===== config.mk =====
export PLATFORM = sky130hd
export DESIGN_NAME = i2c_poll_master
export DESIGN_NICKNAME = d
export VERILOG_FILES = /design/src/rtl/i2cm_pkg.sv /design/src/rtl/i2cm_sync.sv /design/src/rtl/i2cm_delay.sv /design/src/rtl/i2cm_seq.sv /design/src/rtl/i2c_poll_master.sv
export SDC_FILE = /design/constraint.sdc
export NUM_CORES = 1
export LEC_CHECK = 0
export ABC_AREA = 1
export BUFFER_PORTS_ARGS = -buffer_cell sky130_fd_sc_hd__buf_2
export CAP_MARGIN = 20
export CORE_MARGIN = 4
export CORE_UTILIZATION = 50
export DETAILED_ROUTE_END_ITERATION = 8
export PLACE_DENSITY = 0.69
export SKIP_CTS_REPAIR_TIMING = 1
export SLEW_MARGIN = 20
export SYNTH_ARGS = -nofsm -noshare
export SYNTH_HDL_FRONTEND = slang
export SYNTH_SLANG_ARGS = --single-unit

===== constraint.sdc =====
create_clock -name clk -period 1.85 [get_ports clk]
set_input_delay 0.37 -clock clk [delete_from_list [all_inputs] [get_ports clk]]
set_output_delay 0.37 -clock clk [all_outputs]
set_load 0.03 [all_outputs]

===== src/rtl/i2cm_pkg.sv =====
package i2cm_pkg;
  typedef enum logic [2:0] {
    OP_NONE  = 3'd0,
    OP_START = 3'd1,
    OP_STOP  = 3'd2,
    OP_WRITE = 3'd3,
    OP_READ  = 3'd4,
    OP_POLL  = 3'd5
  } op_e;

  typedef enum logic [2:0] {
    S_IDLE, S_START, S_STOP, S_WBIT, S_ACKRD, S_RBIT, S_RACK
  } st_e;

  // line levels {scl, sda} for a step; 1 means released
  function automatic logic [1:0] step_lines(st_e st, logic [1:0] step, logic b, logic a);
    logic [1:0] r;
    case (st)
      S_START: r = {step != 2'd2, step == 2'd0};
      S_STOP:  r = {step != 2'd0, step == 2'd2};
      S_WBIT:  r = {step == 2'd1, b};
      S_RACK:  r = {step == 2'd1, a};
      default: r = {step == 2'd1, 1'b1};
    endcase
    return r;
  endfunction
endpackage


===== src/rtl/i2cm_sync.sv =====
module i2cm_sync #(
  parameter int STAGES  = 2,
  parameter bit RST_VAL = 1'b1
) (
  input  logic clk,
  input  logic rst,
  input  logic d,
  output logic q
);
  logic [STAGES-1:0] chain;
  always_ff @(posedge clk) begin
    if (rst) chain <= {STAGES{RST_VAL}};
    else     chain <= {chain[STAGES-2:0], d};
  end
  assign q = chain[STAGES-1];
endmodule


===== src/rtl/i2cm_delay.sv =====
module i2cm_delay #(
  parameter int CYC_PER_UNIT = 25,
  parameter int UNIT_W       = 8
) (
  input  logic              clk,
  input  logic              rst,
  input  logic              start,
  input  logic [UNIT_W-1:0] units,
  output logic              tick
);
  localparam int SUB_W = (CYC_PER_UNIT > 1) ? $clog2(CYC_PER_UNIT) : 1;
  localparam logic [SUB_W-1:0] SUB_LOAD = SUB_W'(CYC_PER_UNIT - 1);

  logic [SUB_W-1:0]  sub;
  logic [UNIT_W-1:0] unit;
  logic              run;

  assign tick = run && (sub == '0) && (unit == '0);

  always_ff @(posedge clk) begin
    if (rst) begin
      run  <= 1'b0;
      sub  <= '0;
      unit <= '0;
    end else if (start) begin
      run  <= 1'b1;
      sub  <= SUB_LOAD;
      unit <= (units == '0) ? '0 : units - 1'b1;
    end else if (run) begin
      if (sub == '0) begin
        sub <= SUB_LOAD;
        if (unit == '0) run <= 1'b0;
        else            unit <= unit - 1'b1;
      end else begin
        sub <= sub - 1'b1;
      end
    end
  end
endmodule


===== src/rtl/i2cm_seq.sv =====
module i2cm_seq
  import i2cm_pkg::*;
#(
  parameter int POLL_MAX = 150
) (
  input  logic       clk,
  input  logic       rst,
  input  logic       cmd_valid,
  input  logic [2:0] cmd_op,
  input  logic [7:0] cmd_data,
  input  logic       cmd_ack,
  input  logic       tick,
  input  logic       sda_s,
  output logic       dly_start,
  output logic       scl_rel,
  output logic       sda_rel,
  output logic       busy,
  output logic       done,
  output logic [7:0] rx_data,
  output logic       nack,
  output logic       timeout,
  output logic       in_data
);
  localparam int TRY_W = $clog2(POLL_MAX + 1);

  st_e              st, st_n;
  logic [1:0]       step, step_n;
  logic [2:0]       bitn, bitn_n;
  logic [7:0]       sh, sh_n, addr, addr_n, rx_n;
  logic             poll, poll_n, mack, mack_n;
  logic             nack_n, to_n, done_n, adv;
  logic [TRY_W-1:0] tries, tries_n;

  always_comb begin
    st_n = st; step_n = step; bitn_n = bitn; sh_n = sh; addr_n = addr;
    poll_n = poll; mack_n = mack; nack_n = nack; to_n = timeout;
    rx_n = rx_data; tries_n = tries; done_n = 1'b0; adv = 1'b0;
    if (st == S_IDLE) begin
      if (cmd_valid) begin
        adv = 1'b1; step_n = 2'd0; bitn_n = 3'd0; poll_n = 1'b0; to_n = 1'b0;
        case (op_e'(cmd_op))
          OP_START: st_n = S_START;
          OP_STOP:  st_n = S_STOP;
          OP_WRITE: begin st_n = S_WBIT; sh_n = cmd_data; end
          OP_READ:  begin st_n = S_RBIT; mack_n = cmd_ack; end
          OP_POLL:  begin st_n = S_START; poll_n = 1'b1; addr_n = cmd_data; tries_n = TRY_W'(1); end
          default:  begin adv = 1'b0; to_n = timeout; poll_n = poll; end
        endcase
      end
    end else if (tick) begin
      adv = 1'b1;
      if (step == 2'd1) begin
        if (st == S_ACKRD) nack_n = sda_s;
        if (st == S_RBIT)  sh_n = {sh[6:0], sda_s};
      end
      if (step != 2'd2) begin
        step_n = step + 2'd1;
      end else begin
        step_n = 2'd0;
        case (st)
          S_START: if (poll) begin st_n = S_WBIT; sh_n = addr; bitn_n = 3'd0; end
                   else begin st_n = S_IDLE; done_n = 1'b1; end
          S_WBIT: begin
            sh_n = {sh[6:0], 1'b0};
            if (bitn == 3'd7) st_n = S_ACKRD;
            else bitn_n = bitn + 3'd1;
          end
          S_ACKRD:
            if (poll && nack && tries != TRY_W'(POLL_MAX)) begin
              st_n = S_START; tries_n = tries + 1'b1;
            end else begin
              st_n = S_IDLE; done_n = 1'b1;
              if (poll && nack) to_n = 1'b1;
            end
          S_RBIT:
            if (bitn == 3'd7) st_n = S_RACK;
            else bitn_n = bitn + 3'd1;
          S_RACK:  begin st_n = S_IDLE; done_n = 1'b1; rx_n = sh; end
          default: begin st_n = S_IDLE; done_n = 1'b1; end
        endcase
      end
    end
  end

  assign dly_start = adv && (st_n != S_IDLE);

  always_ff @(posedge clk) begin
    if (rst) begin
      st <= S_IDLE; step <= 2'd0; bitn <= 3'd0; sh <= '0; addr <= '0;
      poll <= 1'b0; mack <= 1'b0; nack <= 1'b0; timeout <= 1'b0;
      rx_data <= '0; tries <= '0; done <= 1'b0;
      scl_rel <= 1'b1; sda_rel <= 1'b1;
    end else begin
      st <= st_n; step <= step_n; bitn <= bitn_n; sh <= sh_n; addr <= addr_n;
      poll <= poll_n; mack <= mack_n; nack <= nack_n; timeout <= to_n;
      rx_data <= rx_n; tries <= tries_n; done <= done_n;
      if (dly_start) {scl_rel, sda_rel} <= step_lines(st_n, step_n, sh_n[7], mack_n);
    end
  end

  assign busy    = (st != S_IDLE);
  assign in_data = (st == S_WBIT) || (st == S_ACKRD) || (st == S_RBIT) || (st == S_RACK);
endmodule


===== src/rtl/i2c_poll_master.sv =====
module i2c_poll_master #(
  parameter int CYC_PER_UNIT = 25,
  parameter int UNIT_W       = 8,
  parameter int POLL_MAX     = 150,
  parameter int SYNC_STAGES  = 2
) (
  input  logic              clk,
  input  logic              rst,
  input  logic              cmd_valid,
  input  logic [2:0]        cmd_op,
  input  logic [7:0]        cmd_data,
  input  logic              cmd_ack,
  input  logic [UNIT_W-1:0] dly_units,
  input  logic              sda_in,
  output logic              scl_oe,
  output logic              sda_oe,
  output logic              busy,
  output logic              done,
  output logic [7:0]        rx_data,
  output logic              nack,
  output logic              timeout
);
  logic sda_s, tick, dly_start, scl_rel, sda_rel, in_data;

  i2cm_sync #(.STAGES(SYNC_STAGES), .RST_VAL(1'b1)) u_sync (
    .clk(clk), .rst(rst), .d(sda_in), .q(sda_s));

  i2cm_delay #(.CYC_PER_UNIT(CYC_PER_UNIT), .UNIT_W(UNIT_W)) u_dly (
    .clk(clk), .rst(rst), .start(dly_start), .units(dly_units), .tick(tick));

  i2cm_seq #(.POLL_MAX(POLL_MAX)) u_seq (
    .clk(clk), .rst(rst), .cmd_valid(cmd_valid), .cmd_op(cmd_op),
    .cmd_data(cmd_data), .cmd_ack(cmd_ack), .tick(tick), .sda_s(sda_s),
    .dly_start(dly_start), .scl_rel(scl_rel), .sda_rel(sda_rel),
    .busy(busy), .done(done), .rx_data(rx_data), .nack(nack),
    .timeout(timeout), .in_data(in_data));

  assign scl_oe = ~scl_rel;
  assign sda_oe = ~sda_rel;
endmodule


Yosys cells after proc, flatten, opt, wreduce, memory -nomap -nowiden
Cells that the tools add are included.
{ "word_totals": {"register_bits": 63, "inputBits": 24, "output_inout_bits": 14, "elab_cells": 166} }
{ "op_classes": {"add_sub_neg": 6, "eq_ne": 30, "mux": 69, "bitwise": 5, "reduce_logical": 36} }
{ "ops": {"columns": ["operator", "count"], "rows": [
  ["$mux W8", 20],
  ["$mux W3", 12],
  ["$pmux W3 S4", 2],
  ["$mux W1", 22],
  ["$eq A3 B3 Y1 const B", 7],
  ["$logic_not A8 Y1", 2],
  ["$pmux W8 S2", 1],
  ["$reduce_bool A2 Y1", 8],
  ["$sub A8 B1 Y8 const B", 2],
  ["$eq A3 B2 Y1 const B", 5],
  ["$mux W5", 3],
  ["$ne A2 B2 Y1 const B", 7],
  ["$reduce_and A3 Y1", 4],
  ["$reduce_and A6 Y1", 2],
  ["$mux W2", 5],
  ["$eq A3 B1 Y1 const B", 3],
  ["$reduce_bool A3 Y1", 3],
  ["$add A8 B1 Y8 const B", 1],
  ["$ne A8 B8 Y1 const B", 1],
  ["$pmux W2 S4", 1],
  ["$reduce_and A4 Y1", 2],
  ["$reduce_or A4 Y1", 2],
  ["$reduce_and A7 Y1", 1],
  ["$pmux W3 S2", 1],
  ["other kinds (17)", 29]
]} }

Longest topological paths before layout
{ "depth": {"word_depth": 11, "mapped_depth": 20, "mapped_depth_nobuf": 20} }

By module
Synthesis repeated with hierarchy kept, for this count alone.
{ "unflattened": {"hier_cells": 574, "area_unflattened_um2": 3717.3} }
{ "by_module_without_submodules": {"columns": ["module", "n_inst", "cells_each", "area_per_inst_um2", "seq_area_each_um2"], "rows": [
  ["i2cm_seq", 1, 383, 2522.4, 940.9],
  ["i2cm_delay", 1, 182, 1128.6, 280.3],
  ["i2cm_sync", 1, 7, 58.8, 40.0],
  ["i2c_poll_master", 1, 2, 7.5, 0.0]
]} }

Least setup slack after synthesis
Ideal clock, no wire load.
{ "synth_timing": {"kind": "reg-to-reg", "startpoint": "register u_dly.sub[0]", "endpoint": "register u_dly.unit[1]", "setup_ps": 132, "arrival_ps": 1844, "required_time_ps": 1718, "slack_ps": -126, "stages_incl_launch_ff": 19, "path_buffers": 1, "synth_period_minus_slack_ps": 1976, "path_cell_list": "dfxtp_1 > inv_1 > ha_1 > inv_1 > nor2_1 > nand3_1 > inv_2 > nand2_1 > clkinv_1 > nand2_1 > nand2_1 > nand2_2 > nand2_4 > nand3_4 > nand2_4 > buf_6 > o21ai_1 > nand2_1 > a21oi_1"} }
{ "synth_between": {"elab_chain_len": 9, "elab_cells_between_ends": 14, "cone_classes": "eq/ne (1); mux (5); reduce/logical (8)"} }
{ "synth_rtl": {"columns": ["item", "line_no", "source"], "rows": [
  ["start: declaration", "i2cm_delay.sv:14", "logic [SUB_W-1:0] sub;"],
  ["start signal: assignment", "i2cm_delay.sv:35", "sub <= sub - 1'b1;"],
  ["$logic_not A5 Y1 *", "i2cm_delay.sv:18, i2cm_delay.sv:30", null],
  ["$logic_and A1 B1 Y1 (2 in a row)", "i2cm_delay.sv:18", "assign tick = run && (sub == '0) && (unit == '0);"],
  ["$mux W3", "i2cm_seq.sv:50", "end else if (tick) begin"],
  ["$mux W3", "i2cm_seq.sv:38", "if (st == S_IDLE) begin"],
  ["$reduce_bool A3 Y1", "i2cm_seq.sv:85", "assign dly_start = adv && (st_n != S_IDLE);"],
  ["$logic_and A1 B1 Y1", "i2cm_seq.sv:85", null],
  ["$ne A2 B2 Y1 (no line) / $reduce_bool A2 Y1 (equally long branches)", null, null],
  ["$reduce_and A3 Y1 (no line)", null, null],
  ["end signal: assignment", "i2cm_delay.sv:28", "unit <= (units == '0) ? '0 : units - 1'b1;"],
  ["end signal: assignment", "i2cm_delay.sv:33", "else unit <= unit - 1'b1;"],
  ["end: declaration", "i2cm_delay.sv:15", "logic [UNIT_W-1:0] unit;"]
]} }
Every way passes the cells marked *; elsewhere a longest branch is shown, timed or not.
A chain may end at the register's enable or synchronous reset.

Worst setup path after layout
{ "layout_timing": {"startpoint": "register u_dly.sub[1]", "endpoint": "register u_seq.tries[5]"} }
{ "layout_between": {"elab_chain_len": 5} }
{ "layout_rtl": {"columns": ["item", "line_no", "source"], "rows": [
  ["$logic_not A5 Y1", "i2cm_delay.sv:18", null],
  ["$logic_and A1 B1 Y1 (2 in a row)", "i2cm_delay.sv:18", null],
  ["$reduce_bool A2 Y1 (no line)", null, null],
  ["$reduce_and A6 Y1 (no line)", null, null],
  ["end signal: assignment", "i2cm_seq.sv:96", "rx_data <= rx_n; tries <= tries_n; done <= done_n;"],
  ["end: declaration", "i2cm_seq.sv:32", "logic [TRY_W-1:0] tries, tries_n;"]
]} }
No other way between the ends.

==> impl_results.md <==
* Status: finished with violations
* Failing checks: setup timing
* Layout Cells excl Fill at 761
* Largest net degree at the start of global routing at 28
* Layout cells sized above 1 at 0.343
* Hold Path Class: in2reg
* Clk_skew at 0.0166 ns
* Critical Path Start Type: flip-flop
* Sum Neg Setup Slack at -1.82 ns
* Power Density at 1340 nW/µm²
* Final hold violation count at 0
* Initial Util at 0.521
* Total global-route track usage at 0.233
* Wire length per cell at 13.8 µm
* Sw power at 0.00296 W
* Peak Freq at between 400 and 500 MHz
* Critical Path End Type: flip-flop
* Total CTS buffers at 9
* CTS max path bufs at 2
* Synth Cell Area at ~3600 µm²
* Fill count at 629
* Post-synth net total at 569
* CP max-delay cell: dfxtp_2
* Final worst slack at -0.164 ns
* CP arrival at 2.29 ns
* Most frequent cells in the layout: nand2_1, buf_4, nor2_1
* Die Width at 92.8 µm
* Num ports at 38
* Area grow syn2layout at 40.3%
* Sequential area share after synthesis at 0.351
* Drt drc at 0
* Clock latency on the worst-skew pair at between 0.3 and 0.4 ns
* Kind of critical path: reg2reg
* Reg-to-Reg Start: u_dly.sub[1]
* FP Rows at 30
* Relative slew slack at 0.695
* Main combinational cell family by area after synthesis: simple AND/OR/NAND/NOR gates
* Seq pwr share at 0.253
* Final period utilization at 1.09
* Synth Area in XOR/XNOR at 0.0244
* RSZ-0062 raised after global routing: yes
* Post-synthesis mux area share at 0
* Reg2Reg Setup Slack at -0.16 ns
* Worst Path Max Fanout at 6
* RePlAce Congestion at ~0.89
* Placed Cells at around 730
* Vias in the first global route at between 3000 and 4000
* Max VDD drop at around 750 µV
* Core Area at 6910 µm²
* Initial antenna violation count at 0
* Dpl ws at -0.157 ns
* Chip Height at 92.8 µm
* Asr flop ratio synth at 0
* Worst setup path start: u_dly.sub[1]
* Clock-pin slew on the worst setup and hold paths at 0.07 ns
* Actual slew at the worst max-slew pin at ~0.46 ns
* Root buffer cell: clkbuf_8
* Detailed-route wire length at 10.5 mm
* First-pass GRT wire length at 16.2 mm
* Post-DRT Antenna Nets at 0
* Port buffer count at 37
* Slew Limit Fails at 0
* Logic pwr share at 0.572
* Number of setup violations in the final report at 23
* EDFF count, synth at 0
* Register bit count reported by yosys at 63
* Vias at 3935
* Clock sink total at 63
* First-pass DRT Iterations at 5
* Crit Reg-Reg Endpoint: u_seq.tries[5]
* Sw frac at 0.437
* Post-Synth Adder-Cell Area at 0.0278
* Pwr Total at roughly 0.0068 W
* Htree depth at 3
* Post-Syn Instances at 537
* Die Area at 8610 µm²
* Leak at 2.37 nW
* Fin crit period at 2.01 ns
* Post-synth top flop: dfxtp_1
* Worst-case reg-to-reg path depth at 14
* Vias per cell at roughly 5.2
* CTS tree: done
* GR Overflow Total at 0
* Post-Synth Simple-Gate Area at 0.321
* Synth warnings at 0
* HPWL after detailed placement at 7.46 mm
* Synth Area per Inst at 6.70 µm²
* CP max stage delay at 0.32 ns
* Required time worst endpoint at 2.12 ns
* Most common cell after layout, fill and taps aside: nand2_1
* Post-synthesis cell type count at 46
* Critical Path End: u_seq.tries[5]
* Internal Power at about 0.0038 W
* Max cap viols at 0
* Post-synthesis compound-gate area fraction at 0.181
* Drt initial violations at 185
* Number of diodes at 0
* Critical Path, Cell by Cell: inv_2 -> ha_4 -> inv_4 -> nor2_4 -> nand3_4 -> inv_4 -> nand3_4 -> buf_4 -> o21ai_4 -> nand2_4 -> nor3b_4 -> a21o_1 -> inv_1 -> nor2_1
* Final nets at a little under 700
* Clock Power Share at 0.175
[routing by layer]
metal  track usage  vias to the layer above  share of wire
met5             0                        -              0
met4        0.0586                        0         0.0097
met3        0.0504                       11          0.053
met2         0.415                      111           0.51
met1         0.284                     1801           0.43
li1              -                     2012              -
[registers in the layout (all words and copies together), names as in the netlist, 2 cells and up]
name and flops:
u_dly.unit 8, u_seq.addr 8, u_seq.rx_data 8, u_seq.sh 8
u_seq.tries 8, u_dly.sub 5, u_seq.bitn 3, u_seq.st 3
u_seq.step 2, u_sync.chain 2
[metrics by stage]
stage,cell area [µm²],hold WS (ns),util
after CTS,4640,0.196,0.672
after global routing,5050,0.196,0.731
after detailed placement,4450,0.404,0.645
after global placement,4450,0.392,0.645
final,5050,0.204,0.731
after floorplan,3630,0.389,-
[worst min path at each step]
| stage | startpoint | to | slack (ns) | cells after the start |
|---|---|---|---|---|
| floorplan | u_sync.chain[0] | u_sync.chain[1] | 0.39 | 1 |
| global placement | u_sync.chain[0] | u_sync.chain[1] | 0.39 | 1 |
| detailed placement | u_sync.chain[0] | u_sync.chain[1] | 0.40 | 1 |
| CTS | sda_in | u_sync.chain[0] | 0.20 | 2 |
| global route | sda_in | u_sync.chain[0] | 0.20 | 2 |
| finish | sda_in | u_sync.chain[0] | 0.20 | 2 |
[power by group through the flow]
stage / registers [W] / logic (W) / clock network (W)
after floorplan: 0.00173 / 0.00199 / 0
after global placement: 0.00172 / 0.00313 / 0
after detailed placement: 0.00172 / 0.00318 / 0
after CTS: 0.00169 / 0.00321 / 0.00120
after global routing: 0.00173 / 0.00424 / 0.00125
final: 0.00171 / 0.00387 / 0.00119
[critical path: cells and delay by family (launching register included)]
kind | cells | cell delay [ns]
AO/OA/AOI/OAI | 2 | 0.34
adder cells (fa/ha/maj) | 1 | 0.14
buffers and inverters | 5 | 0.39
flip-flops | 1 | 0.32
AND/OR/NAND/NOR | 6 | 0.75
[final cells by class]
cell class,instances,area (µm²),share of cell area
timing repair buffer,122,866,0.172
sequential,63,1270,0.251
clock buffer,11,131,0.0260
multi-input combinational,389,2300,0.456
tap,96,120,0.0238
inverter,75,299,0.0593
clock inverter,5,58.8,0.0117
[synthesized netlist by cell type (6+ instances only)]
| cell type | count | share of area |
|---|---|---|
| nand3_1 | 29 | 0.040 |
| xor2_1 | 7 | 0.017 |
| nand4_1 | 6 | 0.010 |
| inv_1 | 68 | 0.071 |
| o21ai_0 | 39 | 0.054 |
| ha_1 | 8 | 0.028 |
| nor3_1 | 12 | 0.017 |
| dfxtp_1 | 63 | 0.35 |
| inv_2 | 6 | 0.0063 |
| a21oi_1 | 39 | 0.054 |
| nor2_1 | 73 | 0.076 |
| nand2_1 | 110 | 0.11 |
[cells by family after synthesis]
logic type	after synthesis
adders and majority gates	8
and+or+nand+nor	257
DFF	63
buffers and inverters	86
xor gates and xnor gates	10
AOI/OAI and AO/OA	113
(Power assumes the default switching activity.)
